<file path="config.mk">
export PLATFORM = sky130hd
export DESIGN_NAME = pipe_array_mult
export DESIGN_NICKNAME = d
export VERILOG_FILES = /design/src/rtl/pam_pkg.sv /design/src/rtl/pam_cell.sv /design/src/rtl/pam_row.sv /design/src/rtl/pam_resolve.sv /design/src/rtl/pipe_array_mult.sv
export SDC_FILE = /design/constraint.sdc
export NUM_CORES = 1
export LEC_CHECK = 0
export ABC_AREA = 1
export BUFFER_PORTS_ARGS = -buffer_cell sky130_fd_sc_hd__clkbuf_2
export CAP_MARGIN = 25
export CORE_MARGIN = 3
export CORE_UTILIZATION = 30
export CTS_BUF_LIST = sky130_fd_sc_hd__clkbuf_4
export DETAILED_ROUTE_END_ITERATION = 8
export PLACE_DENSITY_LB_ADDON = 0.05
export SYNTH_ARGS = -nofsm -noshare
export SYNTH_HDL_FRONTEND = slang
export SYNTH_HIERARCHICAL = 1
export SYNTH_SLANG_ARGS = --single-unit
</file>
<file path="constraint.sdc">
create_clock -name clk -period 1.99 [get_ports clk]
set_clock_uncertainty 0.15 [all_clocks]
set_input_delay 0.597 -clock clk [delete_from_list [all_inputs] [get_ports clk]]
set_output_delay 0.597 -clock clk [all_outputs]
set_load 0.02 [all_outputs]
</file>
<file path="src/rtl/pam_pkg.sv">
package pam_pkg;
  // Default geometry of the array.
  localparam int unsigned PAM_A_W = 5;
  localparam int unsigned PAM_X_W = 5;

  // One register per row plus the final carry-propagate register.
  function automatic int unsigned pam_latency(input int unsigned x_w);
    return x_w + 1;
  endfunction
endpackage

</file>
<file path="src/rtl/pam_cell.sv">
// One array cell: a partial-product bit plus the incoming sum and carry.
module pam_cell (
  input  logic pp,
  input  logic s_in,
  input  logic c_in,
  output logic s_out,
  output logic c_out
);
  assign s_out = pp ^ s_in ^ c_in;
  assign c_out = (pp & s_in) | (pp & c_in) | (s_in & c_in);
endmodule

</file>
<file path="src/rtl/pam_row.sv">
// One pipeline row: adds a & x_bit, shifted left by ROW, to the
// carry-save pair and registers the result.
module pam_row #(
  parameter int unsigned A_W = 5,
  parameter int unsigned PW  = 10,
  parameter int unsigned ROW = 0
) (
  input  logic          clk,
  input  logic [A_W-1:0] a,
  input  logic          x_bit,
  input  logic [PW-1:0] s_in,
  input  logic [PW-1:0] c_in,
  output logic [PW-1:0] s_q,
  output logic [PW-1:0] c_q
);
  logic [PW-1:0] pp;
  logic [PW-1:0] s_n;
  logic [PW-1:0] c_n;

  assign c_n[0] = 1'b0;

  for (genvar k = 0; k < PW; k++) begin : g_col
    if (k >= ROW && k < ROW + A_W) begin : g_pp
      assign pp[k] = a[k-ROW] & x_bit;
    end else begin : g_nopp
      assign pp[k] = 1'b0;
    end

    if (k < PW - 1) begin : g_cell
      pam_cell u_cell (
        .pp    (pp[k]),
        .s_in  (s_in[k]),
        .c_in  (c_in[k]),
        .s_out (s_n[k]),
        .c_out (c_n[k+1])
      );
    end else begin : g_top
      // The carry out of the top column is always zero, because the product fits PW bits.
      assign s_n[k] = pp[k] ^ s_in[k] ^ c_in[k];
    end
  end

  always_ff @(posedge clk) begin
    s_q <= s_n;
    c_q <= c_n;
  end
endmodule

</file>
<file path="src/rtl/pam_resolve.sv">
// Final carry-propagate stage with registered, held output.
module pam_resolve #(
  parameter int unsigned PW = 10
) (
  input  logic          clk,
  input  logic          rst,
  input  logic          v_in,
  input  logic [PW-1:0] s_in,
  input  logic [PW-1:0] c_in,
  output logic          v_q,
  output logic [PW-1:0] p_q
);
  always_ff @(posedge clk) begin
    if (rst) begin
      v_q <= 1'b0;
      p_q <= '0;
    end else begin
      v_q <= v_in;
      if (v_in) p_q <= s_in + c_in;
    end
  end
endmodule

</file>
<file path="src/rtl/pipe_array_mult.sv">
module pipe_array_mult
  import pam_pkg::*;
#(
  parameter int unsigned A_W = PAM_A_W,
  parameter int unsigned X_W = PAM_X_W
) (
  input  logic               clk,
  input  logic               rst,
  input  logic               in_valid,
  input  logic [A_W-1:0]     in_a,
  input  logic [X_W-1:0]     in_x,
  output logic               out_valid,
  output logic [A_W+X_W-1:0] out_prod
);
  localparam int unsigned PW = A_W + X_W;

  // Multiplicand delay line: entry i feeds row i+1.
  logic [A_W-1:0] a_dly [X_W-1];
  logic [A_W-1:0] a_row [X_W];
  // Valid shift: bit r is the valid bit for the output of row r.
  logic [X_W-1:0] v_sh;
  // Skewed multiplier bits: bit j reaches row j after j edges.
  logic [X_W-1:0] x_row;
  logic [PW-1:0]  s_pipe [X_W+1];
  logic [PW-1:0]  c_pipe [X_W+1];

  always_ff @(posedge clk) begin
    a_dly[0] <= in_a;
    for (int i = 1; i < X_W - 1; i++) a_dly[i] <= a_dly[i-1];
  end

  always_comb begin
    a_row[0] = in_a;
    for (int r = 1; r < X_W; r++) a_row[r] = a_dly[r-1];
  end

  always_ff @(posedge clk) begin
    if (rst) v_sh <= '0;
    else     v_sh <= {v_sh[X_W-2:0], in_valid};
  end

  for (genvar j = 0; j < X_W; j++) begin : g_xskew
    if (j == 0) begin : g_now
      assign x_row[0] = in_x[0];
    end else if (j == 1) begin : g_one
      logic x_d;
      always_ff @(posedge clk) x_d <= in_x[1];
      assign x_row[1] = x_d;
    end else begin : g_many
      logic [j-1:0] x_d;
      always_ff @(posedge clk) x_d <= {x_d[j-2:0], in_x[j]};
      assign x_row[j] = x_d[j-1];
    end
  end

  assign s_pipe[0] = '0;
  assign c_pipe[0] = '0;

  for (genvar r = 0; r < X_W; r++) begin : g_row
    pam_row #(.A_W(A_W), .PW(PW), .ROW(r)) u_row (
      .clk   (clk),
      .a     (a_row[r]),
      .x_bit (x_row[r]),
      .s_in  (s_pipe[r]),
      .c_in  (c_pipe[r]),
      .s_q   (s_pipe[r+1]),
      .c_q   (c_pipe[r+1])
    );
  end

  pam_resolve #(.PW(PW)) u_resolve (
    .clk  (clk),
    .rst  (rst),
    .v_in (v_sh[X_W-1]),
    .s_in (s_pipe[X_W]),
    .c_in (c_pipe[X_W]),
    .v_q  (out_valid),
    .p_q  (out_prod)
  );
endmodule

</file>
==> impl_table.tex, run 1 <==
\begin{tabular}{lr}
\hline
Metric & Value \\
\hline
\multicolumn{2}{l}{\textbf{Status}} \\
\quad Outcome & finished clean \\
\multicolumn{2}{l}{\textbf{GRT}} \\
\quad First-pass GRT wire length & 10900 µm \\
\quad GRT Util Overall & 8.02\% \\
\quad Vias in the first global route & 2561 \\
\quad Number of antenna violations at the first check in global routing & 0 \\
\quad Overall overflow remaining after global route & 0 \\
\quad Pin count of the biggest net entering global routing & 17 \\
\multicolumn{2}{l}{\textbf{Die}} \\
\quad Die span in x & 132 µm \\
\quad Die extent in y & 132 µm \\
\quad Initial Util & 31.1\% \\
\quad Area inside the core boundary & 0.0154 mm² \\
\quad Site row count & 45 \\
\quad Number of I/O pins & 24 \\
\quad Area enclosed by the die boundary & 0.0175 mm² \\
\multicolumn{2}{l}{\textbf{Final layout}} \\
\quad Total of fill cells in the finished design & 1573 \\
\quad Synth-to-layout area growth & 18.3\% \\
\quad Storage element area & 0.00282 mm² \\
\quad Final-stage net count & 557 \\
\quad Layout cell share with drive strength beyond 1 & 12.2\% \\
\quad Core Util, Final & 36.7\% \\
\quad Antenna Cells & 0 \\
\quad Final instance count without filler cells & 713 \\
\quad Multi-input gate area in the final layout & 0.00181 mm² \\
\multicolumn{2}{l}{\textbf{STA}} \\
\quad Post-route clock period utilization & 90.8\% \\
\quad Number of max-slew violations in the final report & 0 \\
\quad Shortest clock period the worst path allows after layout & 1.81 ns \\
\quad RSZ-0062 raised after global routing & false \\
\quad Final Worst Setup Slack & 0.182 ns \\
\quad Highest attainable clock frequency & 553 MHz \\
\quad Final Hold Vio Count & 0 \\
\quad Final setup fails & 0 \\
\quad Setup\_tns & 0 ns \\
\multicolumn{2}{l}{\textbf{Logic synthesis}} \\
\quad Post-synthesis instance total & 404 \\
\quad Synthesized flop and latch total & 141 \\
\quad Number of synthesis warnings & 6 \\
\quad Cell types with the highest counts after synthesis & dfxtp\_1, nand2\_1, inv\_1 \\
\quad Sequential cell area fraction in the yosys report & 59.1\% \\
\quad Average size of a mapped cell & 11.8 µm² \\
\quad Number of flops mapped to enable cells by yosys & 0 \\
\quad Most common cell in the netlist & dfxtp\_1 \\
\quad Fraction of synthesized cell area taken by the top area cell type & 59.1\% \\
\quad Cell accounting for the most synthesized area & dfxtp\_1 \\
\quad Mapped Area & 0.00477 mm² \\
\quad Distinct cell type count of the synthesized netlist & 26 \\
\quad Ranking of synthesized cells by area & dfxtp\_1, fa\_1, nand2\_1 \\
\quad Ys flop type & dfxtp\_1 \\
\quad Share of flip-flops with an asynchronous set or reset & 0\% \\
\multicolumn{2}{l}{\textbf{Power}} \\
\quad Final Power & 7.34 mW \\
\quad Pwr Density & 1300 mW/mm² \\
\quad Peak supply drop & 0.324 mV \\
\quad Static Leakage & 2.75 nW \\
\multicolumn{2}{l}{\textbf{Routing}} \\
\quad Number of vias after detailed routing & 2559 \\
\quad DRC violation count after routing & 0 \\
\quad Via density & 3.59 \\
\quad Detailed-route wire length per cell & 8.62 µm \\
\quad Antenna viol nets, final & 0 \\
\quad Total iterations of the first detailed-routing run & 4 \\
\quad Total routed wirelength & 6150 µm \\
\quad Number of DRC violations after detailed-routing iteration 0 & 94 \\
\multicolumn{2}{l}{\textbf{Hold path}} \\
\quad Min-Delay Path Class & in -> reg \\
\multicolumn{2}{l}{\textbf{CTS}} \\
\quad CTS tree & yes \\
\quad Maximum root-to-sink buffer count & 2 \\
\quad Clk sinks & 141 \\
\quad Clock transition at the register clock pins on the worst setup and hold paths after CTS & 0.11 ns \\
\quad Clock tree root buffer cell & clkbuf\_4 \\
\quad H-tree Lvls & 4 \\
\quad Num CTS Buffers & 17 \\
\quad Clock Latency Late Sink & 0.52 ns \\
\multicolumn{2}{l}{\textbf{Worst setup path}} \\
\quad Series of cell instances along the critical path & clkbuf\_2 \\
\quad Worst-path maximum fanout & 2 \\
\quad Crit-path slowest cell & dfxtp\_1 \\
\quad Worst-case register-to-register setup slack & 0.33 ns \\
\quad CP endpoint kind & output pin \\
\quad Critical path data arrival time & 1.06 ns \\
\quad Crit path max-delay family & flip-flops \\
\quad Slowest Stage Delay on Critical Path & 0.36 ns \\
\quad Sort of element at the start of the critical path & flop \\
\quad Required time of the worst setup path & 1.24 ns \\
\quad Critical path buffers and inverters & 1 \\
\quad Worst setup path category & reg -> out \\
\multicolumn{2}{l}{\textbf{Flow run}} \\
\quad Max-cap check violation count & 0 \\
\multicolumn{2}{l}{\textbf{Placement}} \\
\quad Placement Setup Slack & 0.322 ns \\
\quad Buffers added on ports & 23 \\
\quad Global placer's final weighted congestion & 0.729 \\
\quad Placed cells & 672 \\
\quad Dpl hpwl & 4620 µm \\
\hline
\end{tabular}
[metrics by stage]
stage | cell area (µm²) | hold WS (ns)
after floorplan | 4930 | 0.160
after global placement | 5250 | 0.161
after detailed placement | 5250 | 0.162
after CTS | 5650 | 0.0472
after global routing | 5650 | 0.0601
final | 5650 | 0.110
[logic make-up (layout without fill, tap and decap cells)]
group	after synthesis	count (layout)	synth area share, %
buf+inv	69	126	6.16
fa+ha+maj	55	55	21.7
compound gates	15	15	2.04
other cells	6	47	0.472
xor+xnor	4	4	0.734
flops	141	141	59.1
simple gates	114	114	9.80
[flip-flops by register name, summed over array words and instances (netlist names)]
signal	flops
a_dly	20
g_xskew.g_many.x_d	9
u_resolve/p_q	10
u_resolve/v_q	1
g_row.u_row/s_q	50
g_xskew.g_one.x_d	1
v_sh	5
g_row.u_row/c_q	45
[path summary, 6_finish.rpt]
path | cells after the start | end | startpoint
max | 1 | out_prod[6] | u_resolve/p_q[6]$_SDFFE_PP0P_
min | 3 | v_sh[0]$_SDFF_PP0_ | in_valid
max reg2reg | 8 | u_resolve/p_q[8]$_SDFFE_PP0P_ | g_row[4].u_row/s_q[1]$_DFF_P_
min reg2reg | 0 | g_xskew[4].g_many.x_d[1]$_DFF_P_ | g_xskew[4].g_many.x_d[0]$_DFF_P_
[placed cells by master, fill, tap and decap left out, types with 11 or more instances in the layout]
cell type	count
clkbuf_2	23
clkbuf_4	18
conb_1	47
dfxtp_1	141
fa_1	46
inv_1	60
nand2_1	68
nand3_1	11
nor2_1	28
[power by group]
group	internal, mW	total (mW)	switching (mW)
Clock	0.991	1.95	0.955
Sequential	3.48	3.79	0.309
Combinational	0.674	1.60	0.926
[final cells by class]
type,instances,share of cell area (%)
clock buffers,18,2.39
flip-flops and latches,141,50.0
multi-input cells,235,32.1
well taps,211,4.67
inverters,61,4.05
clock inverters,14,3.08
repair buffers,33,3.77
[routing by layer]
metal / wire [µm] / vias up / share of wire, % / track usage, %
li1: - / 1321 / - / -
met1: 2750 / 1186 / 45 / 8.86
met2: 2950 / 40 / 48 / 12.3
met3: 307 / 12 / 5.0 / 4.16
met4: 141 / 0 / 2.3 / 4.73
met5: 0 / - / 0 / 0
[timing repair]
item / 4_1_cts / 5_1_grt
setup buffers: 0 / 0
endpoints found under the hold margin: 9 / 0
hold buffers: 9 / 0
resized for setup: 0 / 0
[worst register-to-register path, delay by kind of cell (launching register included)]
kind,cells,cell delay [ns]
flip-flops,1,0.35
adder cells (fa/ha/maj),1,0.46
buffers and inverters,2,0.09
AO/OA/AOI/OAI,1,0.21
AND/OR/NAND/NOR,4,0.32
No activity file was read; power rests on OpenSTA's default activity.
==> run 2: changes to the inputs <==
Settings changed: ABC_AREA 1 to unset.
==> run 2 against run 1 <==
Compared with the run above: the flow now finishes with violations (setup timing); wire length shrank 8.1%; first-iteration DRC count shrank 24%; count of clock-buffer cells in the layout grew 2; global-route usage is essentially flat; register-to-register slack lost 0.33 ns; clock power shrank 28%; area after synthesis shrank 4.9%; power shrank 4.3%; synthesized cell count shrank 25%; largest power group unchanged; highest routed layer unchanged.
==> impl_table.tex, run 2 <==
\begin{tabular}{lr}
\hline
Metric & Value \\
\hline
\multicolumn{2}{l}{\textbf{Routing}} \\
\quad DRC violation count after routing & 0 \\
\quad Detailed-route wire length per cell & 9.54 µm \\
\quad Total iterations of the first detailed-routing run & 4 \\
\quad Number of vias after detailed routing & 2204 \\
\quad Total routed wirelength & 5650 µm \\
\quad Antenna viol nets, final & 0 \\
\quad Number of DRC violations after detailed-routing iteration 0 & 71 \\
\quad Via density & 3.72 \\
\multicolumn{2}{l}{\textbf{Worst setup path}} \\
\quad Worst-path maximum fanout & 2 \\
\quad Worst-case register-to-register setup slack & -0.001 ns \\
\quad CP endpoint kind & flop \\
\quad Launching element of the worst setup path & g\_row[4].u\_row/s\_q[1]\$\_DFF\_P\_ \\
\quad Crit path max-delay family & simple AND/OR/NAND/NOR gates \\
\quad Required time of the worst setup path & 2.27 ns \\
\quad R2R depth & 7 \\
\quad Terminus of the critical flop-to-flop path & u\_resolve/p\_q[6]\$\_SDFFE\_PP0P\_ \\
\quad Crit Reg-Reg Startpoint & g\_row[4].u\_row/s\_q[1]\$\_DFF\_P\_ \\
\quad Sort of element at the start of the critical path & flop \\
\quad Crit-path slowest cell & or4b\_1 \\
\quad Critical path buffers and inverters & 1 \\
\quad Slowest Stage Delay on Critical Path & 0.49 ns \\
\quad Worst setup path category & reg -> reg \\
\quad Series of cell instances along the critical path & inv\_1, fa\_2, nand2b\_4, a21oi\_4, a31oi\_2, or4b\_1, o311ai\_1 \\
\quad Critical path data arrival time & 2.27 ns \\
\multicolumn{2}{l}{\textbf{Final layout}} \\
\quad Final-stage net count & 462 \\
\quad Commonest non-fill, non-tap cell in the layout & dfxtp\_1 \\
\quad Storage element area & 0.00283 mm² \\
\quad Highest-count cells in the layout ignoring fill and taps & dfxtp\_1, conb\_1, fa\_1 \\
\quad Multi-input gate area in the final layout & 0.00188 mm² \\
\quad Core Util, Final & 37.1\% \\
\quad Layout cell share with drive strength beyond 1 & 17.2\% \\
\quad Flip-flop count of the largest register after layout & 50 \\
\quad Total of fill cells in the finished design & 1450 \\
\quad Registers with the most flip-flops & g\_row.u\_row/s\_q: 50 flops, g\_row.u\_row/c\_q: 45 flops, a\_dly: 20 flops \\
\quad Register with the most flip-flops & g\_row.u\_row/s\_q \\
\quad Synth-to-layout area growth & 19.9\% \\
\multicolumn{2}{l}{\textbf{STA}} \\
\quad Number of max-slew violations in the final report & 0 \\
\quad Highest attainable clock frequency & 502 MHz \\
\quad Final Hold Vio Count & 0 \\
\quad Post-route clock period utilization & 100\% \\
\quad Final setup fails & 1 \\
\quad Final Worst Setup Slack & -0.00138 ns \\
\quad Shortest clock period the worst path allows after layout & 1.99 ns \\
\quad RSZ-0062 raised after global routing & true \\
\multicolumn{2}{l}{\textbf{Logic synthesis}} \\
\quad Fraction of synthesized cell area taken by the top area cell type & 62.2\% \\
\quad Cell accounting for the most synthesized area & dfxtp\_1 \\
\quad Number of flops mapped to enable cells by yosys & 0 \\
\quad Synthesized flop and latch total & 141 \\
\quad Cell types with the highest counts after synthesis & dfxtp\_1, fa\_1, and2\_1 \\
\quad Number of synthesis warnings & 6 \\
\quad Share of flip-flops with an asynchronous set or reset & 0\% \\
\quad Sequential cell area fraction in the yosys report & 62.2\% \\
\quad Distinct cell type count of the synthesized netlist & 33 \\
\quad Most common cell in the netlist & dfxtp\_1 \\
\quad Post-synthesis instance total & 302 \\
\quad Average size of a mapped cell & 15.0 µm² \\
\quad Ys flop type & dfxtp\_1 \\
\quad Mapped Area & 0.00454 mm² \\
\quad Ranking of synthesized cells by area & dfxtp\_1, fa\_1, and2\_1 \\
\multicolumn{2}{l}{\textbf{GRT}} \\
\quad Vias in the first global route & 2298 \\
\quad Pin count of the biggest net entering global routing & 17 \\
\quad Overall overflow remaining after global route & 0 \\
\quad GRT Util Overall & 8.05\% \\
\quad First-pass GRT wire length & 10100 µm \\
\quad Number of antenna violations at the first check in global routing & 1 \\
\multicolumn{2}{l}{\textbf{Power}} \\
\quad Final Power & 7.02 mW \\
\quad Power share of the sequential group & 54.5\% \\
\quad Clock power frac & 20.0\% \\
\quad Switching part of the total & 30.0\% \\
\quad Static Leakage & 2.35 nW \\
\quad Pwr Density & 1290 mW/mm² \\
\quad Peak supply drop & 0.354 mV \\
\quad Power spent charging and discharging nets & 2.11 mW \\
\quad Logic pwr share & 25.5\% \\
\quad Total internal power & 4.91 mW \\
\multicolumn{2}{l}{\textbf{Die}} \\
\quad Die extent in y & 129 µm \\
\quad Area inside the core boundary & 0.0146 mm² \\
\quad Site row count & 44 \\
\quad Die span in x & 129 µm \\
\quad Number of I/O pins & 24 \\
\quad Area enclosed by the die boundary & 0.0166 mm² \\
\quad Initial Util & 31.0\% \\
\multicolumn{2}{l}{\textbf{Hold path}} \\
\quad Min-Delay Path Class & in -> reg \\
\quad Cell depth of the worst min-delay path & 2 \\
\quad Start point of the worst hold path & in\_valid \\
\quad Worst Hold Path EP & v\_sh[0]\$\_SDFF\_PP0\_ \\
\multicolumn{2}{l}{\textbf{Placement}} \\
\quad Dpl hpwl & 4100 µm \\
\quad Global placer's final weighted congestion & 0.672 \\
\quad Buffers added on ports & 23 \\
\quad Placement Setup Slack & -0.0596 ns \\
\multicolumn{2}{l}{\textbf{CTS}} \\
\quad CTS tree & yes \\
\quad Clk sinks & 141 \\
\quad Clock tree root buffer cell & clkbuf\_4 \\
\quad Num CTS Buffers & 17 \\
\quad Maximum root-to-sink buffer count & 2 \\
\quad Clock transition at the register clock pins on the worst setup and hold paths after CTS & 0.11 ns \\
\quad Clock Latency Late Sink & 0.52 ns \\
\quad H-tree Lvls & 4 \\
\multicolumn{2}{l}{\textbf{Status}} \\
\quad Violations in the final reports & setup timing \\
\quad Outcome & finished with violations \\
\multicolumn{2}{l}{\textbf{Flow run}} \\
\quad Max-cap check violation count & 0 \\
\hline
\end{tabular}
-- run 2: changes by cell type after synthesis, moves of 4 or more --
cell	previous run	this run
nor2_1	28	8
nand3_1	11	0
inv_1	60	5
xor2_1	3	8
nand2_2	4	0
and2_1	0	26
a21oi_1	6	2
nor2b_1	0	5
nand2b_1	0	4
nand2_1	68	3
-- run 2: power groups by stage --
stage | registers, mW | logic (mW) | clock network (mW)
final | 3.82 | 1.79 | 1.40
after global routing | 3.92 | 2.07 | 1.64
after CTS | 3.83 | 1.61 | 1.52
after detailed placement | 3.89 | 1.52 | 0
after global placement | 3.89 | 1.52 | 0
after floorplan | 3.84 | 1.05 | 0
-- run 2: cell type report --
type / instances / area share [%]
flip-flops and latches: 141 / 51.9
multi-input cells: 188 / 34.6
inverters: 5 / 0.345
clock inverters: 12 / 1.01
diodes: 1 / 0.0460
clock buffers: 20 / 2.76
repair buffers: 41 / 5.01
well taps: 184 / 4.23
-- run 2: cell families after synthesis --
family                     Yosys count  share of synthesized area (%)
and+or+nand+nor                     50                           6.51
buffers and inverters               12                           1.41
xor gates and xnor gates            12                           2.32
other                                6                          0.496
AOI/OAI and AO/OA                   23                           3.64
adders and majority gates           55                           22.8
DFF                                141                           62.2
muxes                                3                          0.662
-- run 2: timing repair --
action	in CTS	in global routing
endpoints found under the setup margin	2	3
hold endpoints to repair	9	0
hold buffers	9	0
pin swaps	2	2
setup buffers	1	1
resized for setup	4	9
-- run 2: metal layers --
layer	up-vias	GRT usage, %	wire (µm)
met5	-	0	0
met3	10	4.48	310
met1	1047	9.09	2600
met2	38	11.8	2590
li1	1109	-	-
met4	0	5.00	149
-- run 2: how the worst max path moves through the flow --
stage / cells past startpoint / slack [ns] / end
finish: 7 / -0.001 / u_resolve/p_q[6]$_SDFFE_PP0P_
global route: 7 / -0.06 / u_resolve/p_q[6]$_SDFFE_PP0P_
detailed placement: 7 / -0.06 / u_resolve/p_q[6]$_SDFFE_PP0P_
CTS: 7 / 0.005 / u_resolve/p_q[6]$_SDFFE_PP0P_
global placement: 7 / -0.006 / u_resolve/p_q[6]$_SDFFE_PP0P_
floorplan: 7 / 0.005 / u_resolve/p_q[6]$_SDFFE_PP0P_
-- run 2: per-stage QoR --
step	hold WS [ns]	area, µm²	setup TNS (ns)	instances
2_1_floorplan	0.160	4690	0	341
3_3_place_gp	0.160	5040	-0.00596	548
3_5_place_dp	0.164	5040	-0.0784	548
4_1_cts	0.0891	5360	0	590
5_1_grt	0.0745	5440	-0.0959	592
6_report	0.150	5440	-0.00138	592
==> run 3: changes to the inputs <==
Settings changed: CORE_MARGIN 3 to 1.5, CORE_UTILIZATION 30 to 63.
==> run 3 against run 2 <==
Compared with the run above: the flow now finishes without violations; critical path depth stayed put; cell count is 15% lower; via count is 0.73% higher; count of clock-buffer cells in the layout is 2 lower; highest routed layer unchanged.
==> impl_table.tex, run 3 (synthesis results as in run 2) <==
\begin{tabular}{lr}
\hline
Metric & Value \\
\hline
\multicolumn{2}{l}{\textbf{Status}} \\
\quad Outcome & finished clean \\
\multicolumn{2}{l}{\textbf{Die}} \\
\quad Die span in x & 87.9 µm \\
\quad Site row count & 30 \\
\quad Number of I/O pins & 24 \\
\quad Area inside the core boundary & 0.00687 mm² \\
\quad Die extent in y & 87.9 µm \\
\quad Area enclosed by the die boundary & 0.00772 mm² \\
\quad Initial Util & 66.1\% \\
\multicolumn{2}{l}{\textbf{Final layout}} \\
\quad Flip-flop count of the largest register after layout & 50 \\
\quad Core Util, Final & 77.4\% \\
\quad Registers with the most flip-flops & g\_row.u\_row/s\_q: 50 flops, g\_row.u\_row/c\_q: 45 flops, a\_dly: 20 flops \\
\quad Highest-count cells in the layout ignoring fill and taps & dfxtp\_1, conb\_1, fa\_1 \\
\quad Final-stage net count & 461 \\
\quad Register with the most flip-flops & g\_row.u\_row/s\_q \\
\quad Antenna Cells & 0 \\
\quad Commonest non-fill, non-tap cell in the layout & dfxtp\_1 \\
\quad Synth-to-layout area growth & 17.2\% \\
\quad Layout cell share with drive strength beyond 1 & 18.0\% \\
\multicolumn{2}{l}{\textbf{Hold path}} \\
\quad Cell depth of the worst min-delay path & 2 \\
\quad Min-Delay Path Class & in -> reg \\
\multicolumn{2}{l}{\textbf{STA}} \\
\quad Post-route clock period utilization & 98.6\% \\
\quad Slew of the pin with the lowest slew margin & 0.508 ns \\
\quad Number of max-slew violations in the final report & 0 \\
\quad Shortest clock period the worst path allows after layout & 1.96 ns \\
\quad RSZ-0062 raised after global routing & true \\
\quad Highest attainable clock frequency & 510 MHz \\
\quad Headroom to the max-slew limit & 66.1\% \\
\quad Setup\_tns & 0 ns \\
\quad Final setup fails & 0 \\
\quad Final Hold Vio Count & 0 \\
\multicolumn{2}{l}{\textbf{Worst setup path}} \\
\quad Worst setup path category & reg -> reg \\
\quad Terminus of the critical flop-to-flop path & u\_resolve/p\_q[6]\$\_SDFFE\_PP0P\_ \\
\quad Worst-path maximum fanout & 2 \\
\quad Critical path data arrival time & 2.22 ns \\
\quad CP endpoint kind & flop \\
\quad Sort of element at the start of the critical path & flop \\
\quad Crit-path slowest cell & or4b\_1 \\
\quad End point of the critical path & u\_resolve/p\_q[6]\$\_SDFFE\_PP0P\_ \\
\quad R2R depth & 7 \\
\quad Series of cell instances along the critical path & inv\_2, fa\_2, nand2b\_4, a21oi\_2, a31oi\_1, or4b\_1, o311ai\_1 \\
\quad Required time of the worst setup path & 2.25 ns \\
\quad Crit Reg-Reg Startpoint & g\_row[4].u\_row/c\_q[1]\$\_DFF\_P\_ \\
\quad Slowest Stage Delay on Critical Path & 0.47 ns \\
\quad Launching element of the worst setup path & g\_row[4].u\_row/c\_q[1]\$\_DFF\_P\_ \\
\quad Worst-case register-to-register setup slack & 0.03 ns \\
\multicolumn{2}{l}{\textbf{Routing}} \\
\quad Detailed-route wire length per cell & 10.3 µm \\
\quad Antenna viol nets, final & 0 \\
\quad Top sig layer & met4 \\
\quad Detailed-routed wire length on met2 & 2850 µm \\
\quad Number of vias after detailed routing & 2220 \\
\quad Routed metal-1 wire length & 2070 µm \\
\quad Via density & 4.42 \\
\quad Total met3 wirelength after detailed routing & 196 µm \\
\quad Number of DRC violations after detailed-routing iteration 0 & 38 \\
\quad Total routed wirelength & 5190 µm \\
\quad Total iterations of the first detailed-routing run & 4 \\
\quad DRC violation count after routing & 0 \\
\multicolumn{2}{l}{\textbf{CTS}} \\
\quad Clock tree root buffer cell & clkbuf\_4 \\
\quad Num CTS Buffers & 17 \\
\quad CTS tree & yes \\
\quad Maximum root-to-sink buffer count & 2 \\
\quad Clock Latency Late Sink & 0.50 ns \\
\quad H-tree Lvls & 4 \\
\quad Clk sinks & 141 \\
\quad Clock transition at the register clock pins on the worst setup and hold paths after CTS & 0.12 ns \\
\multicolumn{2}{l}{\textbf{Placement}} \\
\quad Dpl hpwl & 3730 µm \\
\quad Global placer's final weighted congestion & 0.732 \\
\quad Buffers added on ports & 23 \\
\multicolumn{2}{l}{\textbf{GRT}} \\
\quad Overall overflow remaining after global route & 0 \\
\quad GRT Util Overall & 16.5\% \\
\quad Vias in the first global route & 2286 \\
\quad Pin count of the biggest net entering global routing & 17 \\
\quad Number of antenna violations at the first check in global routing & 0 \\
\quad First-pass GRT wire length & 9190 µm \\
\multicolumn{2}{l}{\textbf{Power}} \\
\quad Static Leakage & 2.34 nW \\
\quad Peak supply drop & 0.655 mV \\
\quad Pwr Density & 1340 mW/mm² \\
\multicolumn{2}{l}{\textbf{Flow run}} \\
\quad Max-cap check violation count & 0 \\
\hline
\end{tabular}
## run 3: cell type report
class / instances / area, µm²
fillers: 436 / 1550
well taps: 96 / 120
inverters: 5 / 18.8
clock inverters: 14 / 135
repair buffers: 40 / 265
flip-flops and latches: 141 / 2830
clock buffers: 18 / 135
multi-input cells: 188 / 1820
## run 3: worst min-delay path by stage
stage	start	endpoint	slack, ns
after floorplan	g_xskew[2].g_many.x_d[0]$_DFF_P_	g_xskew[2].g_many.x_d[1]$_DFF_P_	0.16
after global placement	g_xskew[3].g_many.x_d[0]$_DFF_P_	g_xskew[3].g_many.x_d[1]$_DFF_P_	0.16
after detailed placement	g_xskew[3].g_many.x_d[0]$_DFF_P_	g_xskew[3].g_many.x_d[1]$_DFF_P_	0.17
after CTS	in_valid	v_sh[0]$_SDFF_PP0_	0.11
after global routing	in_valid	v_sh[0]$_SDFF_PP0_	0.13
final	in_valid	v_sh[0]$_SDFF_PP0_	0.17
## run 3: through the flow
stage | total power [mW] | cell area [µm²] | setup slack (ns) | std cells | hold slack [ns]
floorplan | 4.89 | 4690 | 0.00513 | 341 | 0.160
global placement | 5.24 | 4910 | 0.0123 | 458 | 0.162
detailed placement | 5.34 | 4910 | -0.0518 | 458 | 0.165
CTS | 7.14 | 5300 | 0.00299 | 501 | 0.105
global route | 7.63 | 5320 | -0.0512 | 502 | 0.128
finish | 7.11 | 5320 | 0.0278 | 502 | 0.167
## run 3: critical path: cells and delay by family, from the launching register on
| kind | cells | cell delay [ns] |
|---|---|---|
| AND/OR/NAND/NOR | 2 | 0.62 |
| adder cells (fa/ha/maj) | 1 | 0.37 |
| flip-flops | 1 | 0.36 |
| AO/OA/AOI/OAI | 3 | 0.34 |
| buffers and inverters | 1 | 0.04 |
## run 3: what timing repair did
action | 4_1_cts | 5_1_grt
hold buffers | 9 | 0
gates resized for setup | 3 | 5
hold endpoints to repair | 9 | 0
setup buffers | 2 | 1
pin swaps | 3 | 0
cloned | 0 | 0
endpoints found under the setup margin | 2 | 4
## run 3: layer usage
metal | vias to the layer above | global-route usage, %
met2 | 37 | 29.0
met5 | - | 0
met3 | 7 | 7.07
met1 | 1066 | 16.4
li1 | 1110 | -
met4 | 0 | 9.09
## run 3: power breakdown
group	internal [mW]	switching, mW
Combinational	0.849	0.771
Sequential	3.50	0.318
Clock	0.656	1.02
Total	5.00	2.11
